`config.mk`:
```
export PLATFORM = sky130hd
export DESIGN_NAME = mac17_unit
export DESIGN_NICKNAME = d
export VERILOG_FILES = /design/src/rtl/mac_pkg.sv /design/src/rtl/mac_mul.sv /design/src/rtl/mac_sum.sv /design/src/rtl/mac_clamp.sv /design/src/rtl/mac17_unit.sv
export SDC_FILE = /design/constraint.sdc
export NUM_CORES = 1
export LEC_CHECK = 0
export ABC_CLOCK_PERIOD_IN_PS = 4700
export BUFFER_PORTS_ARGS = -buffer_cell sky130_fd_sc_hd__buf_2
export CAP_MARGIN = 20
export CELL_PAD_IN_SITES_DETAIL_PLACEMENT = 1
export CELL_PAD_IN_SITES_GLOBAL_PLACEMENT = 2
export CORE_UTILIZATION = 42
export CTS_CLUSTER_SIZE = 24
export DETAILED_ROUTE_END_ITERATION = 8
export GPL_ROUTABILITY_DRIVEN = 0
export PLACE_DENSITY = 0.95
export SLEW_MARGIN = 20
export SYNTH_ARGS = -nofsm -noshare
export SYNTH_HDL_FRONTEND = slang
export SYNTH_SLANG_ARGS = --single-unit
```
`constraint.sdc`:
```
create_clock -name clk -period 4.7 [get_ports clk]
set_clock_uncertainty 0.1 [all_clocks]
set_input_delay 0.47 -clock clk [delete_from_list [all_inputs] [get_ports clk]]
set_output_delay 0.47 -clock clk [all_outputs]
set_load 0.03 [all_outputs]
```
`src/rtl/mac_pkg.sv`:
```
package mac_pkg;

  typedef enum logic {
    MAC_ADD = 1'b0,
    MAC_SUB = 1'b1
  } mac_op_e;

  typedef struct packed {
    mac_op_e op;
    logic    dbl;
    logic    rnd;
    logic    clamp;
  } mac_mode_t;

endpackage

```
`src/rtl/mac_mul.sv`:
```
module mac_mul #(
  parameter int OP_W = 16
) (
  input  logic [OP_W-1:0]       opa,
  input  logic                  opa_sgn,
  input  logic [OP_W-1:0]       opb,
  input  logic                  opb_sgn,
  input  logic                  dbl,
  output logic [2*(OP_W+1):0]   prod_o
);
  localparam int MUL_W  = OP_W + 1;
  localparam int PROD_W = 2 * MUL_W;

  logic [1:0][OP_W-1:0]  raw;
  logic [1:0]            sgn;
  logic [1:0][MUL_W-1:0] ext;
  logic signed [PROD_W-1:0] prod;

  assign raw = {opb, opa};
  assign sgn = {opb_sgn, opa_sgn};

  // widen each operand to 17 bits: sign or zero fill
  for (genvar i = 0; i < 2; i++) begin : g_ext
    assign ext[i] = {sgn[i] & raw[i][OP_W-1], raw[i]};
  end

  assign prod = $signed(ext[0]) * $signed(ext[1]);

  always_comb begin
    if (dbl) prod_o = {prod, 1'b0};
    else     prod_o = {prod[PROD_W-1], prod};
  end

endmodule

```
`src/rtl/mac_sum.sv`:
```
module mac_sum #(
  parameter int ACC_W   = 40,
  parameter int PW      = 35,
  parameter int RND_BIT = 15
) (
  input  logic [ACC_W-1:0]  acc,
  input  logic [PW-1:0]     prod,
  input  logic              sub,
  input  logic              rnd,
  output logic [ACC_W+1:0]  sum_o
);
  localparam int EXT_W = ACC_W + 2;
  localparam logic [EXT_W-1:0] HALF = {{(EXT_W-1){1'b0}}, 1'b1} << RND_BIT;

  logic [EXT_W-1:0] acc_x;
  logic [EXT_W-1:0] prod_x;
  logic [EXT_W-1:0] raw;
  logic [EXT_W-1:0] bumped;

  assign acc_x  = {{2{acc[ACC_W-1]}}, acc};
  assign prod_x = {{(EXT_W-PW){prod[PW-1]}}, prod};

  always_comb begin
    if (sub) raw = acc_x - prod_x;
    else     raw = acc_x + prod_x;
  end

  assign bumped = raw + HALF;

  always_comb begin
    if (rnd) sum_o = {bumped[EXT_W-1:RND_BIT+1], {(RND_BIT+1){1'b0}}};
    else     sum_o = raw;
  end

endmodule

```
`src/rtl/mac_clamp.sv`:
```
module mac_clamp #(
  parameter int ACC_W = 40,
  parameter int SAT_W = 32
) (
  input  logic [ACC_W+1:0] val,
  input  logic             sat,
  output logic [ACC_W-1:0] res_o,
  output logic             zero_o,
  output logic             ovf_o
);
  localparam int EXT_W = ACC_W + 2;
  localparam int TOP_W = EXT_W - SAT_W + 1;
  localparam logic [ACC_W-1:0] POS_LIM = {{(ACC_W-SAT_W+1){1'b0}}, {(SAT_W-1){1'b1}}};
  localparam logic [ACC_W-1:0] NEG_LIM = {{(ACC_W-SAT_W+1){1'b1}}, {(SAT_W-1){1'b0}}};

  logic [TOP_W-1:0] upper;

  assign upper = val[EXT_W-1:SAT_W-1];
  assign ovf_o = ~((&upper) | (~|upper));

  always_comb begin
    if (sat && ovf_o) res_o = val[EXT_W-1] ? NEG_LIM : POS_LIM;
    else              res_o = val[ACC_W-1:0];
  end

  assign zero_o = ~|res_o;

endmodule

```
`src/rtl/mac17_unit.sv`:
```
module mac17_unit #(
  parameter int OP_W    = 16,
  parameter int ACC_W   = 40,
  parameter int GUARD_W = 8
) (
  input  logic             clk,
  input  logic             rst_n,
  input  logic             en,
  input  logic             t_wr,
  input  logic [OP_W-1:0]  t_din,
  input  logic             use_t,
  input  logic [OP_W-1:0]  x_din,
  input  logic             x_sgn,
  input  logic [OP_W-1:0]  y_din,
  input  logic             y_sgn,
  input  logic [ACC_W-1:0] acc_in,
  input  logic             sub,
  input  logic             frac,
  input  logic             rnd,
  input  logic             sat,
  output logic [ACC_W-1:0] result,
  output logic             zero,
  output logic             ovf
);
  import mac_pkg::*;

  localparam int MUL_W   = OP_W + 1;
  localparam int PW      = 2 * MUL_W + 1;
  localparam int EXT_W   = ACC_W + 2;
  localparam int SAT_W   = ACC_W - GUARD_W;
  localparam int RND_BIT = OP_W - 1;
  localparam logic [ACC_W-1:0] POS_LIM = {{(ACC_W-SAT_W+1){1'b0}}, {(SAT_W-1){1'b1}}};
  localparam logic [ACC_W-1:0] NEG_LIM = {{(ACC_W-SAT_W+1){1'b1}}, {(SAT_W-1){1'b0}}};

  // reset: asserted asynchronously, released on a clock edge
  logic [1:0] rst_sync;
  logic       rst_ln;

  always_ff @(posedge clk or negedge rst_n) begin
    if (!rst_n) rst_sync <= 2'b00;
    else        rst_sync <= {rst_sync[0], 1'b1};
  end
  assign rst_ln = rst_sync[1];

  mac_mode_t mode;
  assign mode.op    = sub ? MAC_SUB : MAC_ADD;
  assign mode.dbl   = frac;
  assign mode.rnd   = rnd;
  assign mode.clamp = sat;

  // T holding register
  logic [OP_W-1:0] t_q, t_d;

  always_comb begin
    t_d = t_q;
    if (t_wr) t_d = t_din;
  end

  always_ff @(posedge clk or negedge rst_ln) begin
    if (!rst_ln) t_q <= '0;
    else         t_q <= t_d;
  end


  t_load_chk: assert property (@(posedge clk) disable iff (!rst_ln)
    t_wr |=> (t_q == $past(t_din)));

  // datapath
  logic [OP_W-1:0]  opa;
  logic [PW-1:0]    prod;
  logic [EXT_W-1:0] sum;
  logic [ACC_W-1:0] res_c;
  logic             zero_c, ovf_c;

  assign opa = use_t ? t_q : x_din;

  mac_mul #(.OP_W(OP_W)) u_mul (
    .opa     (opa),
    .opa_sgn (x_sgn),
    .opb     (y_din),
    .opb_sgn (y_sgn),
    .dbl     (mode.dbl),
    .prod_o  (prod)
  );

  mac_sum #(.ACC_W(ACC_W), .PW(PW), .RND_BIT(RND_BIT)) u_sum (
    .acc   (acc_in),
    .prod  (prod),
    .sub   (mode.op == MAC_SUB),
    .rnd   (mode.rnd),
    .sum_o (sum)
  );

  mac_clamp #(.ACC_W(ACC_W), .SAT_W(SAT_W)) u_clamp (
    .val    (sum),
    .sat    (mode.clamp),
    .res_o  (res_c),
    .zero_o (zero_c),
    .ovf_o  (ovf_c)
  );

  // output register with clock enable
  logic [ACC_W-1:0] res_q, res_d;
  logic             zero_q, zero_d;
  logic             ovf_q, ovf_d;

  always_comb begin
    res_d  = res_q;
    zero_d = zero_q;
    ovf_d  = ovf_q;
    if (en) begin
      res_d  = res_c;
      zero_d = zero_c;
      ovf_d  = ovf_c;
    end
  end

  always_ff @(posedge clk or negedge rst_ln) begin
    if (!rst_ln) begin
      res_q  <= '0;
      zero_q <= 1'b1;
      ovf_q  <= 1'b0;
    end else begin
      res_q  <= res_d;
      zero_q <= zero_d;
      ovf_q  <= ovf_d;
    end
  end

  assign result = res_q;
  assign zero   = zero_q;
  assign ovf    = ovf_q;


  hold_chk: assert property (@(posedge clk) disable iff (!rst_ln)
    !en |=> ($stable(res_q) && $stable(zero_q) && $stable(ovf_q)));


  sat_clamp_chk: assert property (@(posedge clk) disable iff (!rst_ln)
    (en && sat) |=> (!ovf_q || res_q == POS_LIM || res_q == NEG_LIM));


  sat_range_chk: assert property (@(posedge clk) disable iff (!rst_ln)
    (en && sat) |=> ((&res_q[ACC_W-1:SAT_W-1]) || (~|res_q[ACC_W-1:SAT_W-1])));


  rnd_low_chk: assert property (@(posedge clk) disable iff (!rst_ln)
    (en && rnd && !sat) |=> (res_q[RND_BIT:0] == '0));


  zero_flag_chk: assert property (@(posedge clk) disable iff (!rst_ln)
    zero_q == (res_q == '0));

endmodule

```
==> impl_summary.md, run 1 <==
Placement
The detailed-placement wirelength estimate is 75.32 mm. Input and output buffers added on the ports amount to 140. The instance count after placement with tap cells included is between 3000 and 4000.

Synthesis
Of the post-synthesis cell area, the part taken by muxes is 0.02636. Of the total synthesized cell area, the portion taken by full adders, half adders and majority gates is 0.3797. The synthesis-stage register bit count is 60. The share of the synthesized area in compound gates (AO/OA/AOI/OAI) came to 0.1626. The async set-reset flop share out of synthesis is 1.000. The number of enable flip-flop cells after synthesis is 0. The synthesized instance count is 2463. The mean cell area of the mapped netlist is slightly above 8 um2.

After synthesis, the largest family of logic cells by area is adder cells. When the netlist entered floorplanning its net count stood at 2986. The xor/xnor cell area share of the yosys netlist is 0.03600.

The most instantiated flip-flop cell in the synthesis netlist is sky130_fd_sc_hd__dfrtp_1. Of the total synthesized cell area, the portion taken by AND, OR, NAND and NOR gates is 0.2289. The number of warnings issued by yosys is 0.

For this run, the register share of the synthesized area comes to 0.07573. Synthesis instantiated 96 different standard cells from the library. The mapped cell area is 19840 um2.

Floorplan
The initial standard-cell utilization of the core is 0.4262. The die height is approximately 220 um. The top-level port count is about 140. The total number of placement rows is 79. The horizontal die dimension is roughly 220 um.

Status
The stage at which the flow ended is global routing. The first error in the log reads "[ERROR GRT-0232] Routing congestion too high. Check the congestion heatmap in the GUI". The run stopped with a tool error.

STA
The category of the worst endpoint is a register input. The worst-slack endpoint at the end of global-route timing repair is zero$_DFFE_PN1P_/D.

Clock tree
The maximum level of the CTS H-tree is 3. The clock net in this run drives a total of 60 sinks. The maximum number of buffers from clock root to sink is 2. The master cell of the clock root buffer is sky130_fd_sc_hd__clkbuf_16. The CTS buffer count is 9.

Global route
The maximum number of pins on one net before global-route repair is 75. In the global route stage, overall resource usage came out at 0.6532. The global route total overflow is 12.
==> layer usage <==
metal	overflow	GRT usage
met2	8	0.8621
met5	0	0.1510
met4	4	0.6843
met3	0	0.4410
met1	0	0.6436
==> per-stage QoR <==
stage          worst slack, ns  setup TNS (ns)  utilization  cell area, um2  hold slack [ns]
2_1_floorplan           -6.264         -259.09            -           20170          0.07441
3_3_place_gp            -6.685         -277.60       0.5569           25930           0.1561
3_5_place_dp            -7.401         -305.08       0.5569           25930           0.1613
4_1_cts                 -6.478         -268.73       0.5854           27250           0.2269
==> cells in the mapped netlist, drive strengths merged (54+ instances only) <==
cell | instances | area, um2
inv | 350 | 1314
fa | 297 | 5946
nand2 | 277 | 1040
and2 | 162 | 1013
nor2 | 157 | 589.3
ha | 127 | 1589
a21oi | 115 | 575.6
o21ai | 109 | 545.5
clkbuf | 96 | 361.6
dfrtp | 59 | 1476
nor3 | 59 | 300.3
xnor2 | 54 | 473.0
==> what timing repair did <==
action / CTS
endpoints found under the setup margin: 42
cloned: 5
endpoints found under the hold margin: 2
setup buffers: 42
pin swaps: 59
gates resized for setup: 119
hold buffers: 1
==> cell families after synthesis <==
family,Yosys count
and+or+nand+nor,894
other,1
buffers and inverters,471
muxes,48
xor gates and xnor gates,80
adders and majority gates,424
DFF,60
AOI/OAI and AO/OA,485
==> run 2, diff against run 1 <==
--- a/config.mk
+++ b/config.mk
@@ -8,13 +8,10 @@
 export ABC_CLOCK_PERIOD_IN_PS = 4700
 export BUFFER_PORTS_ARGS = -buffer_cell sky130_fd_sc_hd__buf_2
 export CAP_MARGIN = 20
-export CELL_PAD_IN_SITES_DETAIL_PLACEMENT = 1
-export CELL_PAD_IN_SITES_GLOBAL_PLACEMENT = 2
-export CORE_UTILIZATION = 42
-export CTS_CLUSTER_SIZE = 24
+export CORE_UTILIZATION = 40
 export DETAILED_ROUTE_END_ITERATION = 8
 export GPL_ROUTABILITY_DRIVEN = 0
-export PLACE_DENSITY = 0.95
+export PLACE_DENSITY_LB_ADDON = 0.15
 export SLEW_MARGIN = 20
 export SYNTH_ARGS = -nofsm -noshare
 export SYNTH_HDL_FRONTEND = slang
==> run 2 against run 1 <==
  * The flow now finishes, with violations (negative setup slack)
  * Synthesized area unchanged
  * Synthesized cell count is the same
==> impl_summary.md, run 2 <==
Status
The flow ran to the end, but the final reports show violations. The checks that failed: negative setup slack.

Clock tree
The clock sink total is 60 (unchanged). The clock slew seen by the registers of the worst setup and hold paths is 0.07 ns. The tree is rooted in a sky130_fd_sc_hd__clkbuf_16. The CTS tree is built. The insertion delay of the later-clocked pin in the worst-skew pair is 0.35 ns. The maximum number of buffers from clock root to sink is 2 (unchanged). The CTS buffer count was 9 (unchanged). The maximum level of the CTS H-tree is 3 (unchanged).

Setup path
Data on the critical path arrives at its endpoint at around 11 ns. In this design, the critical path's most frequently occurring cell is sky130_fd_sc_hd__fa_1. The number of logic stages on the critical path including buffering is 48. The number of cell instances on the worst register-to-register path is 45. The critical path is of the in -> reg type. The kind of start point of the critical path is an input port. On the critical path the largest part of the delay comes from adder cells.

The delay of the slowest cell on the worst path is 0.56 ns. The launching point of the worst reg2reg path is t_q[7]. The critical path starts at use_t. The required time of the critical path is 4.80 ns. STA classifies the critical path endpoint as a register.

The critical-path cell with the highest stage delay is sky130_fd_sc_hd__fa_2. In this run the worst path has a maximum fanout of 8. Together, buffers and inverters on the worst path number 10.

Synthesis
The number of enable flip-flop cells after synthesis is 0 (unchanged). In the synthesized netlist the dominant register cell turns out to be sky130_fd_sc_hd__dfrtp_1. The number of warnings issued by yosys came to 0 (unchanged).

The async set-reset flop share out of synthesis came to 1.000 (unchanged). By count the netlist is led by sky130_fd_sc_hd__inv_1 (350), sky130_fd_sc_hd__fa_1 (297), sky130_fd_sc_hd__nand2_1 (277). The most used standard cell by instance count after synthesis is sky130_fd_sc_hd__inv_1. The sequential fraction of the synthesis area came to 0.07573 (unchanged).

The biggest area contributor in the post-synthesis netlist is sky130_fd_sc_hd__fa_1. The post-synthesis net count is 2986 (unchanged). The mean cell area of the mapped netlist came to 8.057 um2 (unchanged).

The synthesis-stage register bit count is 60 (unchanged). The mapped cell area is 19840 um2 (unchanged). Yosys attributes the largest share of cell area to sky130_fd_sc_hd__fa_1 (30%), sky130_fd_sc_hd__ha_1 (8.0%), sky130_fd_sc_hd__dfrtp_1 (7.4%).

The top-area cell type share of the netlist area came to 0.2996 (unchanged). The number of different library cells in the post-synthesis netlist is 96 (unchanged). The synthesized instance count is 2463 (unchanged).

Detailed routing
Wires add up to 65.45 mm. In this run the remaining antenna-violating nets after routing total 0. For this run, design rule violations remaining after detail routing come to 0.

Across all layers, the routed design uses 20260 vias. Dividing the detail-routed via count by the number of cells gives 5.260. The initial detailed-routing violation count is 1134. The first detailed-routing pass ran for 7 iterations. The wire length per cell is 16.99 um.

Floorplan
The floorplan core area is 48950 um2. The floorplan step defined a die boundary enclosing 50510 um2. The horizontal die dimension was 224.7 um (+2.4%). The total number of placement rows came to 81 (+2.5%). The top-level port count came to 141 (unchanged). The die height is 224.7 um (+2.4%). The initial standard-cell utilization of the core came to 0.4054 (-0.02085).

Placement
The worst setup slack before clock tree synthesis is -6.878 ns (+0.5221 ns). The detailed-placement wirelength estimate is 54.80 mm (-27%). The number of buffer cells added on primary ports is 140 (unchanged).

The instance count after placement with tap cells included is 3778 (+1.2%). The cell area reported after detailed placement is 25880 um2 (-0.20%).

Final layout
The finished layout holds 3852 standard cells, fillers aside. Summing all non-filler instances in the final layout gives an area of 27650 um2. The flip-flop count of the largest register after layout is 40. The filler cell count is around 4500. In the layout the commonest cells are sky130_fd_sc_hd__buf_4 (656), sky130_fd_sc_hd__inv_1 (342), sky130_fd_sc_hd__fa_1 (291), sky130_fd_sc_hd__nand2_1 (267), sky130_fd_sc_hd__nor2_1 (152).

The area growth from synthesis to final layout is 39.32%. Leaving out fill and tap cells, the most frequent cell in the layout is sky130_fd_sc_hd__buf_4. The proportion of layout cells with a drive suffix above 1 is 0.3427. In the final design database the tool counted 3704 nets.

Global route
For this run the aggregate overflow at the end of global routing stands at 0. The number of global-route vias before repair is 21013. The maximum number of pins on one net before global-route repair is between 70 and 80. The first global-routing pass estimated 106.6 mm of wire. The initial antenna violation count is 2.

The overall fraction of global-route tracks in use is 0.2610.

STA
Setup repair after global routing could not meet its margin everywhere. Hold timing on the final database bottoms out at a slack of ~0.25 ns. Derived from the worst setup path, the maximum achievable clock frequency is 90.81 MHz.

The final number of max-transition violations was 0. The transition time at the pin with the least slew margin is approximately 0.80 ns. Setup violations remaining at the end of the flow were counted as 42.

The count of final hold-check violations is 0. Of the available clock period, the critical path in the final layout requires 2.343. Headroom to the max-slew limit came out at 0.4579. The worst path in the final design needs a cycle of 11.01 ns, including I/O delays and setup. After layout, the worst setup slack is -6.312 ns.

Hold path
The worst hold path belongs to the class in -> reg. The worst hold path startpoint is t_din[6]. The number of instances on the worst hold path is 2.

Run
The max-capacitance violation count is 0.
## run 2: cell counts after synthesis
No cell type changed its count.
## run 2: area by class of cell
type | count | area, um2 | share of cell area
Inverter | 352 | 1321 | 0.04779
Antenna cell | 2 | 5.005 | 0.0001810
Tap cell | 664 | 830.8 | 0.03005
Sequential cell | 60 | 1504 | 0.05440
Multi-Input combinational cell | 1932 | 17590 | 0.6362
Timing Repair Buffer | 826 | 6087 | 0.2202
Clock buffer | 9 | 225.2 | 0.008146
Clock inverter | 7 | 83.83 | 0.003032
## run 2: layer usage
| layer | track usage | wire length [um] | up-vias |
|---|---|---|---|
| li1 | - | - | 9679 |
| met3 | 0.02756 | 2583 | 86 |
| met5 | 0 | 0 | - |
| met2 | 0.4594 | 32620 | 500 |
| met4 | 0.05859 | 1587 | 0 |
| met1 | 0.3433 | 28660 | 9995 |
## run 2: timing repair
item | CTS | global route
resized for setup | 133 | 88
cloned | 5 | 0
pin swaps | 59 | 44
buffers inserted | 39 | 15
endpoints found under the hold margin | 2 | 0
setup endpoints to repair | 42 | 42
hold buffers | 1 | 0
## run 2: cell families after synthesis
logic type / synth area share
AOI/OAI and AO/OA: 0.1626
xor gates and xnor gates: 0.03600
adders and majority gates: 0.3797
buffers and inverters: 0.09054
DFF: 0.07573
muxes: 0.02636
other: 0.0001890
and+or+nand+nor: 0.2289
## run 2: path summary, 6_finish.rpt
kind                               end  slack, ns
setup / recovery            result[19]      -6.31
hold / removal                  t_q[6]       0.25
setup reg to reg            result[19]      -6.26
hold reg to reg            rst_sync[1]       0.26
max in group asynchronous   result[22]       3.64
min in group asynchronous       t_q[3]       0.31
## run 2: stage by stage
stage               utilization  TNS, ns
CTS                      0.5563  -257.20
global placement         0.5286  -281.24
finish                   0.5648  -259.47
floorplan                     -  -259.09
global route             0.5648  -275.59
detailed placement       0.5286  -285.54
Power of run 2 is left out: the tool's default activity adds up to more than one toggle a clock period on the data nets, which glitch-free logic cannot reach.
==> run 3, diff against run 2 <==
--- a/config.mk
+++ b/config.mk
@@ -11,8 +11,10 @@
 export CORE_UTILIZATION = 40
 export DETAILED_ROUTE_END_ITERATION = 8
 export GPL_ROUTABILITY_DRIVEN = 0
+export HOLD_SLACK_MARGIN = 0.1
 export PLACE_DENSITY_LB_ADDON = 0.15
 export SLEW_MARGIN = 20
 export SYNTH_ARGS = -nofsm -noshare
 export SYNTH_HDL_FRONTEND = slang
+export SYNTH_HIERARCHICAL = 1
 export SYNTH_SLANG_ARGS = --single-unit
==> run 3 against run 2 <==
  * The run still ends with negative setup slack left
  * Critical path depth grew 2
  * Die area shrank 5.2%
  * Non-clock buffer count shrank 115
  * First-iteration DRC count fell by 30%
  * Worst hold slack worse by 0.015 ns
  * Utilization shrank 0.47 points
  * Sequential share of layout area increased by 0.34 points
  * Design area is 5.9% lower
  * Register-to-register slack improved by 0.14 ns
  * Critical path type unchanged
==> impl_summary.md, run 3 <==
Status
The run finished, with violations left. The checks that failed: negative setup slack.

Detailed routing
The initial detailed-routing violation count is 790 (-30%). The final antenna-violating net count was 0 (unchanged). The wire length per cell is 15.66 um (-7.8%). The total number of vias is 16914 (-17%). The iteration count of the initial detailed-routing pass was 7 (unchanged).

The count of unresolved DRC violations after routing came to 0 (unchanged). The total wirelength of the detailed-routed design is 53.48 mm (-18%). The detail-routed via count per cell came to 4.953 (-5.8%).

Placement
The instance count after placement with tap cells included is 3319 (-12%). The number of buffer cells added on primary ports is 140 (unchanged). The detailed-placement wirelength estimate is 44.56 mm (-19%).

Clock tree
TritonCTS built the clock tree. The clock sink total is 60 (unchanged). The clock slew seen by the registers of the worst setup and hold paths is 0.06 ns (about the same). The maximum number of buffers from clock root to sink is 2 (unchanged). The insertion delay of the later-clocked pin in the worst-skew pair came to 0.36 ns (about the same).

The CTS buffer count was 9 (unchanged). The master cell of the clock root buffer is sky130_fd_sc_hd__clkbuf_16. The maximum level of the CTS H-tree is 3 (unchanged).

STA
The normalized max-slew margin is 0.4468 (-0.01111). Setup repair after global routing could not meet its margin everywhere. The count of final hold-check violations is 0 (unchanged). The shortest clock period the worst path allows after layout is 10.83 ns (-0.1770 ns). The worst path setup slack after routing is -6.135 ns (+0.1770 ns). The transition time at the pin with the least slew margin is 0.8298 ns (+0.02546 ns).

The final sum of negative setup slack is -254.08 ns (+5.390 ns). The final critical-path share of the clock period was 2.305 (-0.03767). The highest achievable clock rate came to 92.30 MHz (+1.6%). The count of final setup violators was 42 (unchanged). The final number of max-transition violations is 0 (unchanged).

Setup path
The type of element capturing the critical path is a register. The slack of the worst reg-to-reg path is -6.12 ns (+0.14 ns). The cell that appears most often on the critical path is sky130_fd_sc_hd__buf_12. The required time of the critical path came to 4.85 ns (+0.05 ns). The critical-path cell with the highest stage delay is sky130_fd_sc_hd__fa_1.

STA classifies the critical path startpoint as an input port. The arrival time at the worst endpoint is 10.98 ns (-0.13 ns). The largest fanout on the critical path is 10 (+2).

The type of the setup path with the least slack is in -> reg. The delay of the slowest cell on the worst path is 0.58 ns (+0.02 ns).

Floorplan
The top-level port count is 141 (unchanged). The floorplan core area is 46460 um2 (-5.1%). The initial standard-cell utilization of the core is 0.4046 (-0.0008096).

The die height was 218.8 um (-2.7%). The total number of placement rows is 79 (-2.5%). The horizontal die dimension was 218.8 um (-2.7%). The area of the die is 47860 um2 (-5.2%).

Synthesis
The mux share of post-synthesis cell area is 0.07176 (+0.04541). The number of warnings issued by yosys is 6 (+6). The top-area cell type share of the netlist area is 0.3163 (+0.01671).

The most used flip-flop cell after synthesis is sky130_fd_sc_hd__dfrtp_1. The synthesized design spends more area on one cell type than any other, namely sky130_fd_sc_hd__fa_1. Sorting the synthesized cells by how often they occur yields sky130_fd_sc_hd__inv_1 (401), sky130_fd_sc_hd__fa_1 (297), sky130_fd_sc_hd__nand2_1 (245). The synthesized instance count is 2163 (-12%).

By area, the combinational part of the netlist is dominated by adder cells. The number of enable flip-flop cells after synthesis came to 0 (unchanged). The async set-reset flop share out of synthesis is 1.000 (unchanged). The mean cell area of the mapped netlist is 8.690 um2 (+7.9%). The share of the synthesized area in compound gates (AO/OA/AOI/OAI) is 0.1067 (-0.05590). In the post-synthesis netlist, the biggest area contributors are sky130_fd_sc_hd__fa_1 (32%), sky130_fd_sc_hd__ha_1 (8.5%), sky130_fd_sc_hd__inv_1 (8.0%). The area share of fa/ha/maj cells after synthesis came to 0.4009 (+0.02118). The post-synthesis share of cell area spent on and, or, nand and nor gates is 0.1800 (-0.04888).

The xor/xnor cell area share of the yosys netlist is 0.05592 (+0.01992). The mapped cell area is 18800 um2 (-5.3%). The synthesis-stage register bit count is 60 (unchanged). The sequential fraction of the synthesis area is 0.07995 (+0.004224). Yosys instantiated no cell more often than sky130_fd_sc_hd__inv_1. The post-synthesis net count is 2686 (-10%). The number of different library cells in the post-synthesis netlist came to 92 (-4.2%).

Hold path
The worst hold path belongs to the class in -> reg.

Final layout
The flip-flop count of the largest register after layout was 40 (unchanged). The final net count is 3326 (-10%). The antenna diode count is 0 (-2). The proportion of layout cells with a drive suffix above 1 is 0.3953 (+0.05255).

Leaving out fill and tap cells, the most frequent cell in the layout is sky130_fd_sc_hd__buf_4. In the layout the commonest cells are sky130_fd_sc_hd__buf_4 (534), sky130_fd_sc_hd__inv_1 (387), sky130_fd_sc_hd__fa_1 (287), sky130_fd_sc_hd__nand2_1 (231), sky130_fd_sc_hd__buf_2 (139). The area growth from synthesis to final layout is 38.43%.

The post-layout instance count excluding filler cells came to 3415 (-11%).

Global route
The global route total overflow came to 0 (unchanged). The initial antenna violation count was 0 (-2). The maximum number of pins on one net before global-route repair is 59 (-21%). The number of global-route vias before repair was 17914 (-15%).

The overall fraction of global-route tracks in use is 0.2303 (-0.03071). The first-pass GRT wire length is 87.92 mm (-18%).

Run
The max-capacitance violation count is 0 (unchanged).
-- run 3: changes by cell type after synthesis, moves of 32 or more --
cell | previous run | this run
sky130_fd_sc_hd__mux2_4 | 0 | 60
sky130_fd_sc_hd__o21ai_0 | 104 | 47
sky130_fd_sc_hd__inv_1 | 350 | 401
sky130_fd_sc_hd__nor2_1 | 157 | 107
sky130_fd_sc_hd__clkbuf_1 | 95 | 57
sky130_fd_sc_hd__xnor2_1 | 54 | 88
sky130_fd_sc_hd__nand2_1 | 277 | 245
-- run 3: layout make-up --
class	count	area (um2)
Fill cell	4255	20440
Multi-Input combinational cell	1620	16630
Timing Repair Buffer	711	5300
Inverter	401	1505
Sequential cell	60	1504
Tap cell	607	759.5
Clock buffer	9	225.2
Clock inverter	7	98.84
-- run 3: path summary, 6_finish.rpt --
kind / startpoint / end / depth (start not counted)
worst min register to register: rst_sync[0] / rst_sync[1] / 0
worst max register to register: t_q[5] / result[2] / 46
max in group asynchronous: rst_sync[1] / result[27] / 1
min in group asynchronous: rst_n / rst_sync[1] / 2
worst max-delay path: use_t / result[2] / 50
worst min-delay path: t_din[14] / t_q[14] / 2
-- run 3: through the flow --
stage               hold slack [ns]  worst slack [ns]  area, um2    util
floorplan                   0.07441            -6.189      19090       -
global placement             0.1601            -6.672      23870  0.5137
detailed placement           0.1621            -6.759      23870  0.5137
CTS                          0.2173            -6.089      24680  0.5312
global route                 0.2244            -6.544      26020  0.5601
finish                       0.2320            -6.135      26020  0.5601
-- run 3: layer usage --
layer | wire length [um] | part of all wire | track usage | vias to the layer above
li1 | - | - | - | 8165
met1 | 24040 | 0.45 | 0.3044 | 8459
met2 | 26710 | 0.50 | 0.4047 | 249
met3 | 1743 | 0.033 | 0.02384 | 41
met4 | 988 | 0.018 | 0.04954 | 0
met5 | 0 | 0 | 0 | -
-- run 3: logic make-up after synthesis --
group / Yosys count
other cells: 1
xor+xnor: 120
fa+ha+maj: 424
simple gates: 670
compound gates: 303
buf+inv: 484
mux: 101
flops: 60
-- run 3: timing repair --
item / in CTS / in global routing
hold buffers: 1 / 0
setup endpoints to repair: 42 / 42
endpoints found under the hold margin: 2 / 0
setup buffers: 31 / 46
pin swaps: 49 / 119
cloned: 0 / 2
resized for setup: 55 / 208
-- run 3: worst max-delay path: cells and delay by family --
kind            cells  cell delay [ns]
buf+inv            12             1.36
fa+ha+maj           8             3.44
compound gates      8             1.47
simple gates       16             2.90
xor+xnor            3             0.41
mux                 3             0.87
Power of run 3 is left out for the same reason.
==> run 4, diff against run 3 <==
--- a/config.mk
+++ b/config.mk
@@ -5,7 +5,7 @@
 export SDC_FILE = /design/constraint.sdc
 export NUM_CORES = 1
 export LEC_CHECK = 0
-export ABC_CLOCK_PERIOD_IN_PS = 4700
+export ABC_CLOCK_PERIOD_IN_PS = 10400
 export BUFFER_PORTS_ARGS = -buffer_cell sky130_fd_sc_hd__buf_2
 export CAP_MARGIN = 20
 export CORE_UTILIZATION = 40
==> constraint.sdc (replaced) <==
create_clock -name clk -period 10.4 [get_ports clk]
set_clock_uncertainty 0.1 [all_clocks]
set_input_delay 1.04 -clock clk [delete_from_list [all_inputs] [get_ports clk]]
set_output_delay 1.04 -clock clk [all_outputs]
set_load 0.03 [all_outputs]
==> run 4 against run 3 <==
  * The flow still finishes with violations (negative setup slack)
  * Non-clock buffer count shrank 65
  * Highest routed layer unchanged
  * Critical path depth grew 1
  * Count of clock-buffer cells in the layout grew 1
==> impl_summary.md, run 4 (synthesis gave the netlist of run 3 again) <==
Final layout
The post-layout instance count excluding filler cells was 3349 (-1.9%). Leaving out fill and tap cells, the most frequent cell in the layout is sky130_fd_sc_hd__buf_4. The footprint of the multi-input gates is 16250 um2 (-2.3%). The final net count is 3260 (-2.0%). The final design utilization is 0.5399 (-0.02020). The antenna diode count is 0 (unchanged).

The top cell types in the final layout, fill and taps aside, are sky130_fd_sc_hd__buf_4 (480), sky130_fd_sc_hd__inv_1 (391), sky130_fd_sc_hd__fa_1 (292), sky130_fd_sc_hd__nand2_1 (233), sky130_fd_sc_hd__buf_2 (139). The flip-flop count of the largest register after layout is 40 (unchanged). The proportion of layout cells with a drive suffix above 1 was 0.3596 (-0.03571). The filler cell count is 4351 (+2.3%). Relative to the synthesized area, the layout overhead comes to 33.44%.

The area taken by flip-flops and latches is 1504 um2 (unchanged).

Clock tree
The insertion delay of the later-clocked pin in the worst-skew pair is 0.37 ns (about the same). The maximum number of buffers from clock root to sink is 2 (unchanged). The clock sink total is 60 (unchanged). TritonCTS built the clock tree. The maximum level of the CTS H-tree is 3 (unchanged). The CTS buffer count came to 9 (unchanged). The clock slew seen by the registers of the worst setup and hold paths came to 0.05 ns (about the same). In this run the clock root is driven by a sky130_fd_sc_hd__clkbuf_16.

Detailed routing
The final antenna-violating net count is 0 (unchanged). The detail-routed via count per cell is 4.984 (+0.64%). The total number of vias is 16693 (-1.3%). The iteration count of the initial detailed-routing pass was 5 (-2).

The wire length per cell is 15.53 um (-0.81%). The count of unresolved DRC violations after routing is 0 (unchanged). The initial detailed-routing violation count was 797 (+0.89%).

The total wirelength of the detailed-routed design is 52.02 mm (-2.7%).

STA
The final number of max-transition violations is 0 (unchanged). The final critical-path share of the clock period is 1.106. The transition time at the pin with the least slew margin is 0.8447 ns (+0.01485 ns). The normalized max-slew margin is 0.4369 (-0.009900). The shortest clock period the worst path allows after layout is 11.50 ns. Setup repair after global routing could not meet its margin everywhere. The count of final hold-check violations came to 0 (unchanged). The count of final setup violators was 42 (unchanged).

Timing would allow up to 86.94 MHz. The worst path setup slack after routing is -1.102 ns (+5.033 ns). The final sum of negative setup slack is -43.72 ns (+210.36 ns).

Floorplan
The area of the die is 47860 um2 (unchanged). The total number of placement rows is 79 (unchanged). The floorplan core area is 46460 um2 (unchanged).

The initial standard-cell utilization of the core was 0.4046 (unchanged). The die height came to 218.8 um (unchanged). The top-level port count is 141 (unchanged).

The horizontal die dimension is 218.8 um (unchanged).

Status
The flow ran to the end, but the final reports show violations. The checks that failed: negative setup slack.

Global route
The maximum number of pins on one net before global-route repair came to 59 (unchanged). The initial antenna violation count is 0 (unchanged). The first-pass GRT wire length is 86.09 mm (-2.1%). The overall fraction of global-route tracks in use was 0.2254 (-0.004838). The number of global-route vias before repair is 17604 (-1.7%). The global route total overflow came to 0 (unchanged).

Setup path
The required time of the critical path is 10.55 ns (+5.70 ns). The worst setup path is captured at a register. The critical-path cell with the highest stage delay is sky130_fd_sc_hd__fa_1. Counting stages on the worst path, the most repeated cell is sky130_fd_sc_hd__inv_2. The type of the setup path with the least slack is in -> reg.

The largest fanout on the critical path is 8 (-2). The worst setup path is launched from an input port. The arrival time at the worst endpoint is 11.65 ns (+0.67 ns).

The delay of the slowest cell on the worst path came to 0.54 ns (-0.04 ns).

Placement
The instance count after placement with tap cells included is 3272 (-1.4%). The worst setup slack before clock tree synthesis is -1.706 ns (+5.053 ns). The detailed-placement wirelength estimate is 44.06 mm (-1.1%).

The number of buffer cells added on primary ports is 140 (unchanged).

Run
The max-capacitance violation count came to 0 (unchanged).

Hold path
The path class of the tightest hold or removal check is reg -> reg.
==> run 4: metrics by stage <==
stage | instance area [um2] | hold slack (ns)
after floorplan | 19090 | 0.2312
after global placement | 23490 | 0.2429
after detailed placement | 23490 | 0.2573
after CTS | 24090 | 0.2786
after global routing | 25080 | 0.2859
final | 25080 | 0.2680
==> run 4: critical path, delay by kind of cell <==
family	cells	cell delay [ns]
adder cells (fa/ha/maj)	8	3.41
AND/OR/NAND/NOR	15	2.81
buffers and inverters	14	1.54
AO/OA/AOI/OAI	8	1.52
multiplexers	3	0.87
XOR/XNOR	3	0.45
==> run 4: final cells by class <==
class	instances	share of cell area
multi-input cells	1619	0.6477
inverters	401	0.06001
clock buffers	10	0.009529
well taps	607	0.03028
repair buffers	646	0.1890
clock inverters	6	0.003442
flip-flops and latches	60	0.05996
==> run 4: worst paths after layout <==
kind | start | endpoint | slack [ns] | cells past startpoint
setup reg to reg | t_q[0] | result[5] | -0.61 | 45
min in group asynchronous | rst_sync[1] | t_q[0] | 0.32 | 1
hold / removal | rst_sync[0] | rst_sync[1] | 0.27 | 0
max in group asynchronous | rst_sync[1] | result[30] | 9.29 | 1
hold reg to reg | rst_sync[0] | rst_sync[1] | 0.27 | 0
setup / recovery | use_t | result[5] | -1.10 | 51
==> run 4: routing by layer <==
layer / routed length [um] / global-route usage / part of all wire / vias up
li1: - / - / - / 8039
met1: 23260 / 0.2949 / 0.45 / 8330
met2: 25640 / 0.3885 / 0.49 / 259
met3: 1809 / 0.02689 / 0.035 / 65
met4: 1308 / 0.06736 / 0.025 / 0
met5: 0 / 0 / 0 / -
==> run 4: timing repair <==
item | 4_1_cts | 5_1_grt
gates resized for setup | 30 | 147
pin swaps | 30 | 91
buffers inserted | 20 | 39
endpoints found under the setup margin | 42 | 42
gates cloned | 0 | 3
hold buffers | 0 | 0
Power of run 4 is left out for the same reason.
